===== src/rtl/fm_tmr_pkg.sv =====
package fm_tmr_pkg;

   localparam logic [7:0] ADDR_TA_HI = 8'h24;
   localparam logic [7:0] ADDR_TA_LO = 8'h25;
   localparam logic [7:0] ADDR_TB    = 8'h26;
   localparam logic [7:0] ADDR_CTRL  = 8'h27;

   localparam int CTL_EN_A  = 0;
   localparam int CTL_EN_B  = 1;
   localparam int CTL_CLR_A = 4;
   localparam int CTL_CLR_B = 5;

   localparam int STS_FLAG_A = 0;
   localparam int STS_FLAG_B = 1;
   localparam int STS_BUSY   = 7;

   typedef struct packed {
      logic en_a;
      logic en_b;
   } tmr_ctl_t;

endpackage


===== src/rtl/fm_slot_seq.sv =====
module fm_slot_seq #(
   parameter int SLOTS = 24,
   parameter int B_DIV = 16
) (
   input  logic clk,
   input  logic rst,
   input  logic slot_tick,
   output logic eval_a,
   output logic eval_b
);
   localparam int SLOT_W = $clog2(SLOTS);
   localparam logic [SLOT_W-1:0] LAST_SLOT = SLOT_W'(SLOTS - 1);

   logic [SLOT_W-1:0] slot_idx;
   logic              round_end;
   logic              first_round;

   if (SLOTS < 2) begin : g_chk_slots
      $error("fm_slot_seq: SLOTS must be at least 2");
   end
   if (B_DIV < 1) begin : g_chk_div
      $error("fm_slot_seq: B_DIV must be at least 1");
   end

   assign round_end = slot_tick && (slot_idx == LAST_SLOT);

   always_ff @(posedge clk) begin
      if (rst)
         slot_idx <= '0;
      else if (slot_tick)
         slot_idx <= (slot_idx == LAST_SLOT) ? '0 : slot_idx + 1'b1;
   end

   if (B_DIV > 1) begin : g_div
      localparam int RW = $clog2(B_DIV);
      localparam logic [RW-1:0] LAST_ROUND = RW'(B_DIV - 1);
      logic [RW-1:0] round_idx;

      always_ff @(posedge clk) begin
         if (rst)
            round_idx <= '0;
         else if (round_end)
            round_idx <= (round_idx == LAST_ROUND) ? '0 : round_idx + 1'b1;
      end
      assign first_round = (round_idx == '0);

      AST_ROUND_HOLD: assert property (@(posedge clk) disable iff (rst)
         !round_end |=> $stable(round_idx));
   end else begin : g_nodiv
      assign first_round = 1'b1;
   end

   assign eval_a = slot_tick && (slot_idx == '0);
   assign eval_b = eval_a && first_round;

   AST_SLOT_HOLD: assert property (@(posedge clk) disable iff (rst)
      !slot_tick |=> $stable(slot_idx));
   AST_SLOT_WRAP: assert property (@(posedge clk) disable iff (rst)
      round_end |=> (slot_idx == '0));

endmodule


===== src/rtl/fm_interval_timer.sv =====
module fm_interval_timer #(
   parameter int W = 10
) (
   input  logic         clk,
   input  logic         rst,
   input  logic         eval,
   input  logic         en,
   input  logic [W-1:0] load,
   input  logic         clr_flag,
   output logic         flag
);
   logic [W-1:0] cnt;
   logic         step;
   logic         wrap;

   if (W < 1) begin : g_chk_w
      $error("fm_interval_timer: W must be positive");
   end

   assign step = eval && en;
   assign wrap = step && (cnt == '0);

   always_ff @(posedge clk) begin
      if (rst) begin
         cnt  <= '0;
         flag <= 1'b0;
      end else begin
         if (step)
            cnt <= (cnt == '0) ? load : cnt - 1'b1;
         if (wrap)
            flag <= 1'b1;
         else if (clr_flag)
            flag <= 1'b0;
      end
   end

   AST_TMR_HOLD: assert property (@(posedge clk) disable iff (rst)
      !(eval && en) |=> $stable(cnt));
   AST_TMR_STEP: assert property (@(posedge clk) disable iff (rst)
      (eval && en && cnt != '0) |=> (cnt == $past(cnt) - W'(1)));
   AST_TMR_RELOAD: assert property (@(posedge clk) disable iff (rst)
      (eval && en && cnt == '0) |=> (flag && cnt == $past(load)));
   AST_TMR_STICKY: assert property (@(posedge clk) disable iff (rst)
      (flag && !clr_flag) |=> flag);

endmodule


===== src/rtl/fm_busy_ctr.sv =====
module fm_busy_ctr #(
   parameter int CYCLES = 17
) (
   input  logic clk,
   input  logic rst,
   input  logic wr_pulse,
   output logic busy
);
   localparam int BW = $clog2(CYCLES + 1);
   localparam logic [BW-1:0] START = BW'(CYCLES);

   logic [BW-1:0] cnt;

   if (CYCLES < 1) begin : g_chk_cyc
      $error("fm_busy_ctr: CYCLES must be at least 1");
   end

   always_ff @(posedge clk) begin
      if (rst)
         cnt <= '0;
      else if (wr_pulse)
         cnt <= START;
      else if (cnt != '0)
         cnt <= cnt - 1'b1;
   end

   assign busy = (cnt != '0);

   AST_BUSY_RISE: assert property (@(posedge clk) disable iff (rst)
      wr_pulse |=> busy);
   AST_BUSY_FALL: assert property (@(posedge clk) disable iff (rst)
      (cnt == BW'(1) && !wr_pulse) |=> !busy);
   AST_BUSY_RESTART: assert property (@(posedge clk) disable iff (rst)
      wr_pulse |=> (cnt == START));

endmodule


===== src/rtl/fm_timer_busy.sv =====
module fm_timer_busy
   import fm_tmr_pkg::*;
#(
   parameter int TA_W            = 10,
   parameter int TB_W            = 8,
   parameter int SLOTS_PER_ROUND = 24,
   parameter int B_ROUND_DIV     = 16,
   parameter int BUSY_CYCLES     = 17
) (
   input  logic       clk,
   input  logic       rst,
   input  logic       slot_tick,
   input  logic       wr_en,
   input  logic [7:0] wr_addr,
   input  logic [7:0] wr_data,
   output logic [7:0] status
);
   localparam int TA_LO_W = TA_W - 8;

   if (TA_W < 9 || TA_W > 16) begin : g_chk_ta
      $error("fm_timer_busy: TA_W must lie in 9..16");
   end
   if (TB_W < 1 || TB_W > 8) begin : g_chk_tb
      $error("fm_timer_busy: TB_W must lie in 1..8");
   end

   logic [7:0]         ta_hi;
   logic [TA_LO_W-1:0] ta_lo;
   logic [TB_W-1:0]    tb_load;
   tmr_ctl_t           ctl;
   logic               wr_ctrl;
   logic               clr_a, clr_b;
   logic               eval_a, eval_b;
   logic               flag_a, flag_b;
   logic               busy;

   assign wr_ctrl = wr_en && (wr_addr == ADDR_CTRL);
   assign clr_a   = wr_ctrl && wr_data[CTL_CLR_A];
   assign clr_b   = wr_ctrl && wr_data[CTL_CLR_B];

   always_ff @(posedge clk) begin
      if (rst) begin
         ta_hi   <= '0;
         ta_lo   <= '0;
         tb_load <= '0;
         ctl     <= '0;
      end else if (wr_en) begin
         unique case (wr_addr)
            ADDR_TA_HI: ta_hi   <= wr_data;
            ADDR_TA_LO: ta_lo   <= wr_data[TA_LO_W-1:0];
            ADDR_TB:    tb_load <= wr_data[TB_W-1:0];
            ADDR_CTRL: begin
               ctl.en_a <= wr_data[CTL_EN_A];
               ctl.en_b <= wr_data[CTL_EN_B];
            end
            default: ;
         endcase
      end
   end

   fm_slot_seq #(
      .SLOTS (SLOTS_PER_ROUND),
      .B_DIV (B_ROUND_DIV)
   ) seq_i (
      .clk       (clk),
      .rst       (rst),
      .slot_tick (slot_tick),
      .eval_a    (eval_a),
      .eval_b    (eval_b)
   );

   fm_interval_timer #(.W(TA_W)) tmr_a_i (
      .clk      (clk),
      .rst      (rst),
      .eval     (eval_a),
      .en       (ctl.en_a),
      .load     ({ta_hi, ta_lo}),
      .clr_flag (clr_a),
      .flag     (flag_a)
   );

   fm_interval_timer #(.W(TB_W)) tmr_b_i (
      .clk      (clk),
      .rst      (rst),
      .eval     (eval_b),
      .en       (ctl.en_b),
      .load     (tb_load),
      .clr_flag (clr_b),
      .flag     (flag_b)
   );

   fm_busy_ctr #(.CYCLES(BUSY_CYCLES)) busy_i (
      .clk      (clk),
      .rst      (rst),
      .wr_pulse (wr_en),
      .busy     (busy)
   );

   always_comb begin
      status             = '0;
      status[STS_BUSY]   = busy;
      status[STS_FLAG_B] = flag_b;
      status[STS_FLAG_A] = flag_a;
   end

   AST_NONCTRL_KEEPS_EN: assert property (@(posedge clk) disable iff (rst)
      (wr_en && wr_addr != ADDR_CTRL) |=> $stable(ctl));
   AST_FLAG_A_NEEDS_EVAL: assert property (@(posedge clk) disable iff (rst)
      (!eval_a && !flag_a) |=> !flag_a);

endmodule


===== config.mk =====
export PLATFORM = sky130hd
export DESIGN_NAME = fm_timer_busy
export DESIGN_NICKNAME = d
export VERILOG_FILES = /design/src/rtl/fm_tmr_pkg.sv /design/src/rtl/fm_slot_seq.sv /design/src/rtl/fm_interval_timer.sv /design/src/rtl/fm_busy_ctr.sv /design/src/rtl/fm_timer_busy.sv
export SDC_FILE = /design/constraint.sdc
export NUM_CORES = 1
export LEC_CHECK = 0
export ABC_AREA = 1
export BUFFER_PORTS_ARGS = -buffer_cell sky130_fd_sc_hd__buf_2
export CAP_MARGIN = 40
export CORE_ASPECT_RATIO = 1.25
export CORE_MARGIN = 2
export CORE_UTILIZATION = 40
export CTS_BUF_LIST = sky130_fd_sc_hd__clkbuf_4
export CTS_CLUSTER_SIZE = 25
export DETAILED_ROUTE_END_ITERATION = 16
export SYNTH_ARGS = -nofsm -noshare
export SYNTH_HDL_FRONTEND = slang
export SYNTH_SLANG_ARGS = --single-unit
export TNS_END_PERCENT = 1

===== constraint.sdc =====
create_clock -name clk -period 1.6 [get_ports clk]
set_input_delay 0.08 -clock clk [delete_from_list [all_inputs] [get_ports clk]]
set_output_delay 0.08 -clock clk [all_outputs]
set_load 0.02 [all_outputs]

## Word-level counts from Yosys, hierarchy flattened

Cells that the tools add are included.

- Add/subtract/negate cells: 5
- Multipliers: 0
- Div/mod/pow operators: 0
- $lt $le $gt $ge: 0
- Eq/ne operators: 6
- Shift operators: 0
- Multiplexer cells: 10
- Bitwise operators: 0
- Reductions and logical operators: 23

Operator list:

| operator | count |
|---|---|
| $eq 8x6->1 const B | 4 |
| $mux 5 | 3 |
| $logic_and 1x1->1 | 10 |
| $logic_not 10->1 | 1 |
| $mux 10 | 1 |
| $sub 10x1->10 const B | 1 |
| $logic_not 8->1 | 1 |
| $mux 8 | 1 |
| $reduce_and 2->1 | 4 |
| $sub 8x1->8 const B | 1 |
| $reduce_bool 2->1 | 3 |
| $add 5x1->5 const B | 1 |
| $eq 5x5->1 const B | 1 |
| $logic_not 5->1 | 1 |
| $reduce_bool 5->1 | 1 |
| $sub 5x1->5 const B | 1 |
| $add 4x1->4 const B | 1 |
| $eq 4x4->1 const B | 1 |
| $logic_not 4->1 | 1 |
| $mux 1 | 4 |
| $mux 4 | 1 |
| $reduce_or 2->1 | 1 |

- Bits in registers: 54
- Latch bits: 0
- RAM bits: 0
- Memory bits (read-only): 0
- Bits of input ports: 20
- Memories kept: 0

## Longest topological paths before layout

Gate-level depths: netlist of run 1.

- Depth in word-level cells: 6
- Gate-level depth with buffers: 10

## By module

Synthesis of run 1 repeated with hierarchy kept, for this count alone.

- Cell total of the unflattened synthesis: 509
- Area total of the unflattened synthesis: 3,355.7 µm²

Modules (own cells, without submodules):

| module | instances | cells each | area each (µm²) | seq. area each (µm²) |
|---|---|---|---|---|
| fm_timer_busy | 1 | 186 | 1,232.4 | 400.4 |
| fm_interval_timer at tmr_a_i | 1 | 113 | 718.2 | 220.2 |
| fm_interval_timer at tmr_b_i | 1 | 104 | 669.4 | 180.2 |
| fm_slot_seq | 1 | 73 | 498.0 | 180.2 |
| fm_busy_ctr | 1 | 33 | 237.7 | 100.1 |

## Worst setup path after synthesis of run 1

Ideal clock, no wire load.

- Path kind: register to register
- From: register busy_i.cnt[0]
- To: register busy_i.cnt[0]
- Setup time: 0.115 ns
- Arrival: 1.259 ns
- Setup slack: 0.225 ns
- Cell stages (with the launch flop): 10
- Path buffers: 1
- Path through: dfxtp_1 > inv_1 > ha_1 > nand2_1 > or2_2 > clkbuf_1 > nand2_1 > nand2_1 > o21ai_0 > inv_1

RTL lines:

| what | line | source |
|---|---|---|
| start: declaration | fm_busy_ctr.sv:12 | `logic [BW-1:0] cnt;` |
| start signal: assignment | fm_busy_ctr.sv:24 | `cnt <= cnt - 1'b1;` |
| $reduce_bool 5->1 | n/a |  |
| via busy | fm_timer_busy.sv:35 | `logic busy;` |
| $reduce_bool 2->1 (no source line) | n/a |  |

The timed path passes the listed nets, and every way through them passes these cells. The select of a mux whose other input is x is not followed.
A chain may end at the register's enable or synchronous reset.

## Worst setup path in the final report of run 1

- From: register busy_i.cnt[0]
- To: output status[7]

- Cells in the longest elaborated chain, start to end: 1

Ends and longest elaborated chain:

| what | line | source |
|---|---|---|
| $reduce_bool 5->1 | fm_busy_ctr.sv:27 | `assign busy = (cnt != '0);` |
| end: declaration | fm_timer_busy.sv:16 | `output logic [7:0] status` |

Every way passes these cells.

==> summary.md, run 1 <==
| Metric | Value |
|---|---|
| Status | completed |
| Global route overflow | 0 |
| CP max stage cell | dfxtp_2 |
| CTS tree | done |
| Gpl congestion | 0.817 |
| Post-synth EDFFs | 0 |
| Fin. Hold Viols | 0 |
| Hold WC Path Type | input pin to flop |
| DRC Markers | 0 |
| Multi-input gate area | 0.00142 mm² |
| Seq/Total Area, Yosys | 0.383 |
| Sw Ratio | 0.246 |
| TritonCTS Buffers | 5 |
| Startpoint class of the critical path | flop |
| Largest net degree at the start of global routing | 29 |
| GRT Overall Usage | 0.162 |
| Gate power share | 0.089 |
| Maxcap violations | 0 |
| Sequential Power Share | 0.583 |
| Die width | 79.1 µm |
| Fill count | 711 |
| Post-synth top area share | 0.383 |
| Final setup viols | 0 |
| Layout Utilization | 0.465 |
| Vias | 2,530 |
| Cell count after synthesis | around 420 |
| Upper clock frequency limit | 658 MHz |
| Ys async rst share | 0 |
| Number of gates on the worst path with buffers counted | 5 |
| VDD IR-drop max | 0.000365 V |
| First-pass GRT wire length | roughly 10,000 µm |
| Synth Warn # | 0 |
| Root Driver | clkbuf_4 |
| Nets | 475 |
| Leading area contributor after synthesis | dfxtp_1 |
| Die area | 0.00774 mm² |
| Clock buffer depth | 2 |
| Fin Setup TNS | 0 ps |
| Diodes inserted | 0 |
| WS Path Type | flop to primary output |
| Remaining antenna violation count | 0 |
| FF-to-FF path depth | 7 |
| Clock Skews | 25.0 ps |
| Die height | 97.9 µm |
| Vias per cell | 4.70 |
| # H-tree levels | 2 |
| WL/cell | roughly 11 µm |
| Fin. max-slew vios | 0 |
| Layout cell share with drive strength beyond 1 | 0.143 |
| Initial antenna violation count | 0 |
| Clk pwr share | 0.328 |
| Synth unique cells | 32 |
| Core area | about 0.007 mm² |
| Reg2reg setup slack | 150 ps |
| Drt first-iter violations | ~120 |
| Mapped Area | 0.00282 mm² |
| Pleak | about 1.4 nW |
| Later-pin clock latency in the skew report | between 300 and 400 ps |
| Commonest cells after routing, fill and taps aside | nand2_1 (79), inv_1 (64), dfxtp_1 (52) |
| Flops & latches, synth | 54 |
| R2R Path Start | seq_i.slot_idx[0] |
| Commonest non-fill, non-tap cell in the layout | nand2_1 |
| First-pass DRT Iterations | 4 |
| Hold depth | 3 |
| Synthesized area per cell | 6.78 µm² |
| Worst EP arrival | 1440 ps |
| Area growth from synthesis to layout | 13.6% |
| RSZ-0062 raised after global routing | true |
| Clock sink count | 54 |
| Final HPWL DP | between 4000 and 5000 µm |
| Sequential cell area | around 0.0011 mm² |
| Fin crit share | 0.950 |
| Port-buffer cells | 22 |
| Final Critical Period | between 1500 and 2000 ps |
| CP top delay family | flip-flops |
| Total Wirelength | around 5800 µm |
| CP required | 1520 ps |
| Pwr dens | 738 mW/mm² |
| Synth Flop Type | dfxtp_1 |
| Crit. End Element | primary output |
| Cells along the critical path | inv_2 -> ha_2 -> nand2_1 -> or2_4 -> buf_4 |
| Critical Path Max Stage Delay | 350 ps |
| Critical Path End | status[7] |
| Switching Power | 0.581 mW |
| FF-to-FF End | tmr_b_i.cnt[0] |
| Clock-pin slew on the worst setup and hold paths | roughly 170 ps |
| Int Pwr | 1.78 mW |
| FP Rows | 34 |
| Initial Util | 0.409 |
| Worst path buffer plus inverter count | 2 |
| Number of global-route vias before repair | 2,362 |
| CP max FO | 6 |
| Largest cells by area after synthesis | dfxtp_1 (38%), nand2_1 (11%), inv_1 (8.8%) |
| Critical path startpoint | busy_i.cnt[0] |
| I/O pins | 28 |
## through the flow
| step | instances | power (mW) | hold WS [ps] | area (µm²) | worst slack [ps] |
|---|---|---|---|---|---|
| floorplan | 420 | 1.55 | 176 | 2830 | 225 |
| global placement | 521 | 1.59 | 355 | 3000 | 149 |
| detailed placement | 521 | 1.60 | 357 | 3000 | 81.3 |
| CTS | 536 | 2.40 | 8.62 | 3150 | 11.2 |
| global route | 538 | 2.47 | 11.8 | 3200 | -4.90 |
| finish | 538 | 2.36 | 15.9 | 3200 | 80.1 |
## synth_stat cells (5+ instances only)
cell type / number
nor2_1: 44
o21ai_0: 38
dfxtp_1: 54
nand3_1: 27
nor3_1: 6
ha_1: 8
inv_1: 66
a21oi_1: 45
buf_4: 8
clkbuf_1: 5
nand2_1: 81
## power groups by stage
stage	clock network, mW	registers (mW)	logic [mW]
6_report	0.776	1.38	0.210
5_1_grt	0.851	1.38	0.239
4_1_cts	0.807	1.38	0.213
3_5_place_dp	0	1.41	0.191
3_3_place_gp	0	1.40	0.188
2_1_floorplan	0	1.40	0.147
## worst min path at each step
stage | slack, ps | from | endpoint
finish | 20 | wr_data[5] | ta_hi[5]
global route | 10 | wr_data[5] | tb_load[5]
CTS | 9 | wr_data[5] | ta_hi[5]
detailed placement | 360 | slot_tick | seq_i.slot_idx[0]
global placement | 360 | slot_tick | seq_i.slot_idx[0]
floorplan | 180 | slot_tick | seq_i.slot_idx[0]
## cell families after synthesis
| group | count (synthesis) | synth area share |
|---|---|---|
| xor+xnor | 5 | 0.0155 |
| buf+inv | 87 | 0.130 |
| flops | 54 | 0.383 |
| compound gates | 89 | 0.165 |
| fa+ha+maj | 8 | 0.0355 |
| other cells | 1 | 0.00133 |
| simple gates | 172 | 0.269 |
## metal layers
metal	track usage	wire, µm	share of wire
met4	0.0650	96	0.016
met2	0.286	2780	0.48
met1	0.196	2770	0.47
met5	0	0	0
met3	0.0222	184	0.032
## flip-flops by register name, indices dropped and copies added (netlist names)
name,cells
ctl,2
seq_i.slot_idx,5
ta_lo,2
busy_i.cnt,5
tmr_a_i.cnt,10
tmr_b_i.cnt,8
ta_hi,8
tb_load,8
seq_i.g_div.round_idx,4
tmr_b_i.flag,1
tmr_a_i.flag,1
## worst register-to-register path: stages, from the launching register on
cell	delay, ps
dfxtp_2	380
inv_1	60
ha_1	210
nand3_4	120
nor2_4	230
buf_4	180
o21ai_0	70
a31oi_1	150
## area by class of cell
cell class / instances / area share
multi-input combinational: 279 / 0.444
clock buffer: 5 / 0.0117
sequential: 54 / 0.338
timing repair buffer: 37 / 0.0758
inverter: 70 / 0.0821
clock inverter: 3 / 0.0133
tap: 90 / 0.0352
## repair_timing
item / 4_1_cts / 5_1_grt
hold buffers: 7 / 0
setup buffers: 0 / 2
pin swaps: 0 / 2
endpoints found under the setup margin: 1 / 19
endpoints found under the hold margin: 11 / 0
resized for setup: 3 / 15
(Power assumes the default switching activity.)
==> inputs of run 2 (changes only) <==
--- a/config.mk
+++ b/config.mk
@@ -5,7 +5,6 @@
 export SDC_FILE = /design/constraint.sdc
 export NUM_CORES = 1
 export LEC_CHECK = 0
-export ABC_AREA = 1
 export BUFFER_PORTS_ARGS = -buffer_cell sky130_fd_sc_hd__buf_2
 export CAP_MARGIN = 40
 export CORE_ASPECT_RATIO = 1.25
@@ -14,6 +13,7 @@
 export CTS_BUF_LIST = sky130_fd_sc_hd__clkbuf_4
 export CTS_CLUSTER_SIZE = 25
 export DETAILED_ROUTE_END_ITERATION = 16
+export SLEW_MARGIN = 20
 export SYNTH_ARGS = -nofsm -noshare
 export SYNTH_HDL_FRONTEND = slang
 export SYNTH_SLANG_ARGS = --single-unit
==> summary.md, run 2 <==
| Metric | Value |
|---|---|
| Post-synth EDFFs | 0 (unchanged) |
| Most frequent cell after synthesis | dfxtp_1 |
| TritonCTS Buffers | 5 (unchanged) |
| Mapped Area | 0.00277 mm² (-1.9%) |
| Fin. max-slew vios | 0 (unchanged) |
| Core area | 0.00665 mm² (-3.5%) |
| Diodes inserted | 0 (unchanged) |
| Startpoint class of the critical path | flop |
| CP max FO | 2 (-4) |
| Clock sink count | 54 (unchanged) |
| Ys async rst share | 0 (unchanged) |
| Inst Count DP | 444 (-15%) |
| Final Critical Period | 1710 ps (+187 ps) |
| Die width | 78.4 µm (-0.91%) |
| Upper clock frequency limit | 586 MHz (-11%) |
| Die height | 97.0 µm (-0.91%) |
| WS Path Type | flop to primary output |
| WL/cell | 14.1 µm (+30%) |
| Commonest cells after routing, fill and taps aside | dfxtp_1 (47), nor2_1 (45), buf_4 (44) |
| First-pass DRT Iterations | 4 (unchanged) |
| I/O pins | 28 (unchanged) |
| Final HPWL DP | 4690 µm (+10%) |
| Initial antenna violation count | 0 (unchanged) |
| Flops & latches, synth | 54 (unchanged) |
| Max FFs per register | 10 (unchanged) |
| Commonest non-fill, non-tap cell in the layout | dfxtp_1 |
| Initial Util | 0.416 (+0.00692) |
| Pwr dens | 696 mW/mm² (-5.7%) |
| Synth Flop Type | dfxtp_1 |
| Gpl congestion | 0.818 (about the same) |
| Die area | 0.00760 mm² (-1.8%) |
| Synth unique cells | 55 (+72%) |
| Layout cell share with drive strength beyond 1 | 0.348 (+0.205) |
| Largest cells by area after synthesis | dfxtp_1 (39%), mux2i_1 (9.8%), nor2_1 (6.1%) |
| Remaining antenna violation count | 0 (unchanged) |
| Final std cells w/o fill | 466 (-13%) |
| Pre-CTS WS | -113 ps (-194 ps) |
| CTS tree | done |
| Vias per cell | 5.32 (+13%) |
| Global route overflow | 0 (unchanged) |
| Fin Setup TNS | -270 ps (-270 ps) |
| Pleak | 1.57 nW (+8.5%) |
| Post-layout instance area | 0.00358 mm² (+12%) |
| Vias | 2,481 (-1.9%) |
| Later-pin clock latency in the skew report | 370 ps (about the same) |
| Final setup viols | 5 (+5) |
| Root Driver | clkbuf_4 |
| Hold WC Path Type | input pin to flop |
| Area growth from synthesis to layout | 29.5% |
| Status | finished, violations left |
| RSZ-0062 raised after global routing | true |
| First-pass GRT wire length | 10,900 µm (+6.4%) |
| Drt first-iter violations | 122 (-1.6%) |
| Placed inst area | 0.00319 mm² (+6.3%) |
| Clock buffer depth | 2 (unchanged) |
| CP required | 1520 ps (about the same) |
| Cell count after synthesis | 314 (-25%) |
| Leading area contributor after synthesis | dfxtp_1 |
| Synth top cells by count | dfxtp_1 (54), nor2_1 (45), mux2i_1 (27) |
| Number of global-route vias before repair | 2,432 (+3.0%) |
| Crit. End Element | primary output |
| Fin. Hold Viols | 0 (unchanged) |
| Synth Warn # | 0 (unchanged) |
| Post-synth top area share | 0.391 (+0.00746) |
| Biggest register | tmr_a_i.cnt |
| Nets | 406 (-15%) |
| Seq/Total Area, Yosys | 0.391 (+0.00746) |
| Clock-pin slew on the worst setup and hold paths | 150 ps (-20 ps) |
| Final WS setup | -107 ps (-187 ps) |
| VDD IR-drop max | 0.000348 V (-4.7%) |
| Synthesized area per cell | 8.81 µm² (+30%) |
| Failing checks | setup timing |
| DRC Markers | 0 (unchanged) |
| Maxcap violations | 0 (unchanged) |
| Clock Skews | 14.5 ps (-10.5 ps) |
| Largest net degree at the start of global routing | 42 (+45%) |
| FP Rows | 33 (-2.9%) |
| Total Wirelength | 6580 µm (+13%) |
| Fill count | 621 (-13%) |
| # H-tree levels | 2 (unchanged) |
| Port-buffer cells | 22 (unchanged) |
| Worst EP arrival | 1630 ps (+190 ps) |
| GRT Overall Usage | 0.177 (+0.0153) |
| Fin crit share | 1.07 (+0.117) |
[run 2: cell count changes after synthesis, sizes merged, moves of 6 or more]
cell | before | now
o31ai | 0 | 8
mux2i | 0 | 27
o21ai | 38 | 4
nand2 | 83 | 13
a21oi | 47 | 12
nor4 | 0 | 6
nand3 | 29 | 13
inv | 69 | 19
clkbuf | 5 | 13
[run 2: cell type report]
| type | count | area [µm²] | area share |
|---|---|---|---|
| Multi-Input combinational cell | 222 | 1680 | 0.469 |
| Sequential cell | 54 | 1090 | 0.304 |
| Timing Repair Buffer | 76 | 549 | 0.153 |
| Tap cell | 87 | 109 | 0.0304 |
| Inverter | 19 | 71.3 | 0.0199 |
| Clock buffer | 7 | 52.6 | 0.0147 |
| Clock inverter | 1 | 30.0 | 0.00839 |
[run 2: worst max-delay path: stages (launching register included)]
cell and delay (ps):
dfxtp_2 360, inv_2 60, ha_4 130, or4b_4 460, buf_6 140, buf_6 120
[run 2: per-stage QoR]
stage               power (mW)  hold WS (ps)  utilization
finish                    2.49          19.0        0.539
global placement          1.63           331        0.479
floorplan                 1.56           224            -
global route              2.61          16.7        0.539
detailed placement        1.63           347        0.479
CTS                       2.51          1.12        0.520
[run 2: per-layer routing]
metal / vias to the layer above / GRT usage / routed length (µm)
li1: 1246 / - / -
met2: 51 / 0.291 / 3130
met5: - / 0 / 0
met4: 0 / 0.0864 / 187
met3: 16 / 0.0392 / 237
met1: 1168 / 0.217 / 3030
[run 2: kinds of logic after synthesis]
logic type / count (synthesis) / share of synthesized area
mux: 29 / 0.106
flops: 54 / 0.391
compound gates: 50 / 0.125
other cells: 1 / 0.00136
simple gates: 124 / 0.250
xor+xnor: 6 / 0.0190
buf+inv: 42 / 0.0719
fa+ha+maj: 8 / 0.0362
[run 2: timing repair]
item / in CTS / in global routing
endpoints found under the hold margin: 15 / 0
pin swaps: 1 / 2
resized for setup: 20 / 27
setup endpoints to repair: 15 / 22
buffers inserted: 5 / 1
hold buffers: 8 / 0
[run 2: path summary, 6_finish.rpt]
path / start / end / slack (ps) / depth (start not counted)
setup / recovery: busy_i.cnt[1] / status[7] / -110 / 5
hold / removal: wr_data[1] / tb_load[1] / 20 / 3
setup reg to reg: tmr_a_i.cnt[1] / tmr_a_i.cnt[6] / -80 / 6
hold reg to reg: tmr_b_i.cnt[1] / tmr_b_i.cnt[1] / 500 / 2
[run 2: report_power, final]
group / internal [mW] / total (mW) / switching, mW
clock: 0.366 / 0.792 / 0.426
combinational: 0.163 / 0.321 / 0.158
sequential: 1.37 / 1.38 / 0.0141
total: 1.89 / 2.49 / 0.598
==> inputs of run 3 (changes only) <==
==> constraint.sdc (replaced) <==
create_clock -name clk -period 1.6 [get_ports clk]
set_input_delay 0.16 -clock clk [delete_from_list [all_inputs] [get_ports clk]]
set_output_delay 0.16 -clock clk [all_outputs]
set_load 0.02 [all_outputs]
==> summary.md, run 3 (synthesis results as in run 2) <==
| Metric | Value |
|---|---|
| Status | finished, violations left |
| Failing checks | setup timing |
| Worst EP arrival | 1660 ps (+30 ps) |
| Reg2reg setup slack | -70 ps (about the same) |
| Clock buffer depth | 2 (unchanged) |
| Final std cells w/o fill | 461 (-1.1%) |
| CP required | 1440 ps (-80 ps) |
| Crit. End Element | primary output |
| Fin crit share | 1.14 (+0.0707) |
| Fin. Hold Viols | 0 (unchanged) |
| TritonCTS Buffers | 5 (unchanged) |
| Drt first-iter violations | 111 (-9.0%) |
| GRT Overall Usage | 0.178 (+0.000386) |
| Root Driver | clkbuf_4 |
| Nets | 401 (-1.2%) |
| VDD IR-drop max | 0.000337 V (-3.3%) |
| Sequential Power Share | 0.590 (+0.037) |
| Diodes inserted | 0 (unchanged) |
| WL/cell | 14.1 µm (-0.33%) |
| Total Wirelength | 6490 µm (-1.4%) |
| Total power draw | 2.34 mW (-6.2%) |
| Int Pwr | 1.70 mW (-10%) |
| First-pass DRT Iterations | 4 (unchanged) |
| Global route overflow | 0 (unchanged) |
| Die height | 97.0 µm (unchanged) |
| Commonest non-fill, non-tap cell in the layout | buf_4 |
| Pleak | 1.52 nW (-3.3%) |
| Final HPWL DP | 4890 µm (+4.2%) |
| Area growth from synthesis to layout | 26.0% |
| Vias | 2,473 (-0.32%) |
| Final WS setup | -220 ps (-113 ps) |
| RSZ-0062 raised after global routing | true |
| Inst Count DP | 448 (+0.90%) |
| Clock sink count | 54 (unchanged) |
| Gate power share | 0.138 (+0.009) |
| Final setup viols | 3 (-2) |
| Layout cell share with drive strength beyond 1 | 0.364 (+0.0154) |
| Port-buffer cells | 22 (unchanged) |
| Sw Ratio | 0.271 (+0.0312) |
| Final Critical Period | 1820 ps (+113 ps) |
| Fin Setup TNS | -293 ps (-22.8 ps) |
| Largest net degree at the start of global routing | 23 (-45%) |
| Clock Skews | 15.0 ps (+0.499 ps) |
| Max FFs per register | 10 (unchanged) |
| DRC Markers | 0 (unchanged) |
| Clk pwr share | 0.272 (-0.046) |
| Upper clock frequency limit | 549 MHz (-6.2%) |
| Post-layout instance area | 0.00348 mm² (-2.7%) |
| I/O pins | 28 (unchanged) |
| Biggest register | tmr_a_i.cnt |
| Number of global-route vias before repair | 2,343 (-3.7%) |
| Core area | 0.00665 mm² (unchanged) |
| # H-tree levels | 2 (unchanged) |
| Startpoint class of the critical path | flop |
| WHS | 19.1 ps (+0.0904 ps) |
| Hold WC Path Type | input pin to flop |
| Die width | 78.4 µm (unchanged) |
| FP Rows | 33 (unchanged) |
| Pwr dens | 671 mW/mm² (-3.6%) |
| Later-pin clock latency in the skew report | 390 ps (+20 ps) |
| Initial Util | 0.416 (unchanged) |
| CP max FO | 2 (unchanged) |
| CTS tree | done |
| WS Path Type | flop to primary output |
| Die area | 0.00760 mm² (unchanged) |
| Gpl congestion | 0.854 (+4.4%) |
| First-pass GRT wire length | 10,900 µm (+0.13%) |
| Clock-pin slew on the worst setup and hold paths | 160 ps (about the same) |
| Commonest cells after routing, fill and taps aside | buf_4 (48), dfxtp_1 (46), nor2_1 (44) |
| Fin. max-slew vios | 0 (unchanged) |
| Switching Power | 0.634 mW (+6.0%) |
| Vias per cell | 5.36 (+0.76%) |
| Placed inst area | 0.00322 mm² (+0.94%) |
| Post-CTS Hold Buffers | 0 (-8) |
| Initial antenna violation count | 0 (unchanged) |
| Remaining antenna violation count | 0 (unchanged) |
| Maxcap violations | 0 (unchanged) |
==> run 3: routing by layer <==
metal	wire (µm)	vias up	global-route usage	part of all wire
li1	-	1235	-	-
met1	2970	1172	0.221	0.46
met4	134	0	0.0742	0.021
met5	0	-	0	0
met3	213	11	0.0261	0.033
met2	3170	55	0.304	0.49
==> run 3: what timing repair did <==
action / 4_1_cts / 5_1_grt
buffers inserted: 4 / 1
resized for setup: 21 / 25
pin swaps: 2 / 8
endpoints found under the setup margin: 16 / 22
gates cloned: 0 / 0
==> run 3: layout make-up <==
type / count / area [µm²]
timing repair buffer: 71 / 488
sequential: 54 / 1090
clock buffer: 5 / 37.5
tap: 87 / 109
inverter: 19 / 71.3
fill: 638 / 3160
multi-input combinational: 222 / 1660
clock inverter: 3 / 25.0
==> run 3: power by group through the flow <==
stage               Clock, mW  Sequential, mW  Combinational (mW)
floorplan                   0            1.40               0.157
global placement            0            1.40               0.229
detailed placement          0            1.41               0.232
CTS                     0.672            1.38               0.295
global route            0.713            1.38               0.350
finish                  0.636            1.38               0.322
==> run 3: worst paths after layout <==
path | startpoint | end | cells after the start
max | busy_i.cnt[0] | status[7] | 5
min reg2reg | tmr_b_i.cnt[3] | tmr_b_i.cnt[3] | 2
max reg2reg | tmr_a_i.cnt[1] | tmr_a_i.cnt[6] | 6
min | wr_data[2] | ta_hi[2] | 3
==> run 3: per-stage QoR <==
step           setup WS (ps)   util
3_5_place_dp            -117  0.484
4_1_cts                 -228  0.508
5_1_grt                 -272  0.524
3_3_place_gp            -149  0.484
6_report                -220  0.524
2_1_floorplan          -57.0      -
==> run 3: critical path, stage by stage (launching register included) <==
cell	delay, ps
dfxtp_2	350
inv_2	70
ha_4	130
or4b_4	470
buf_6	140
buf_6	120
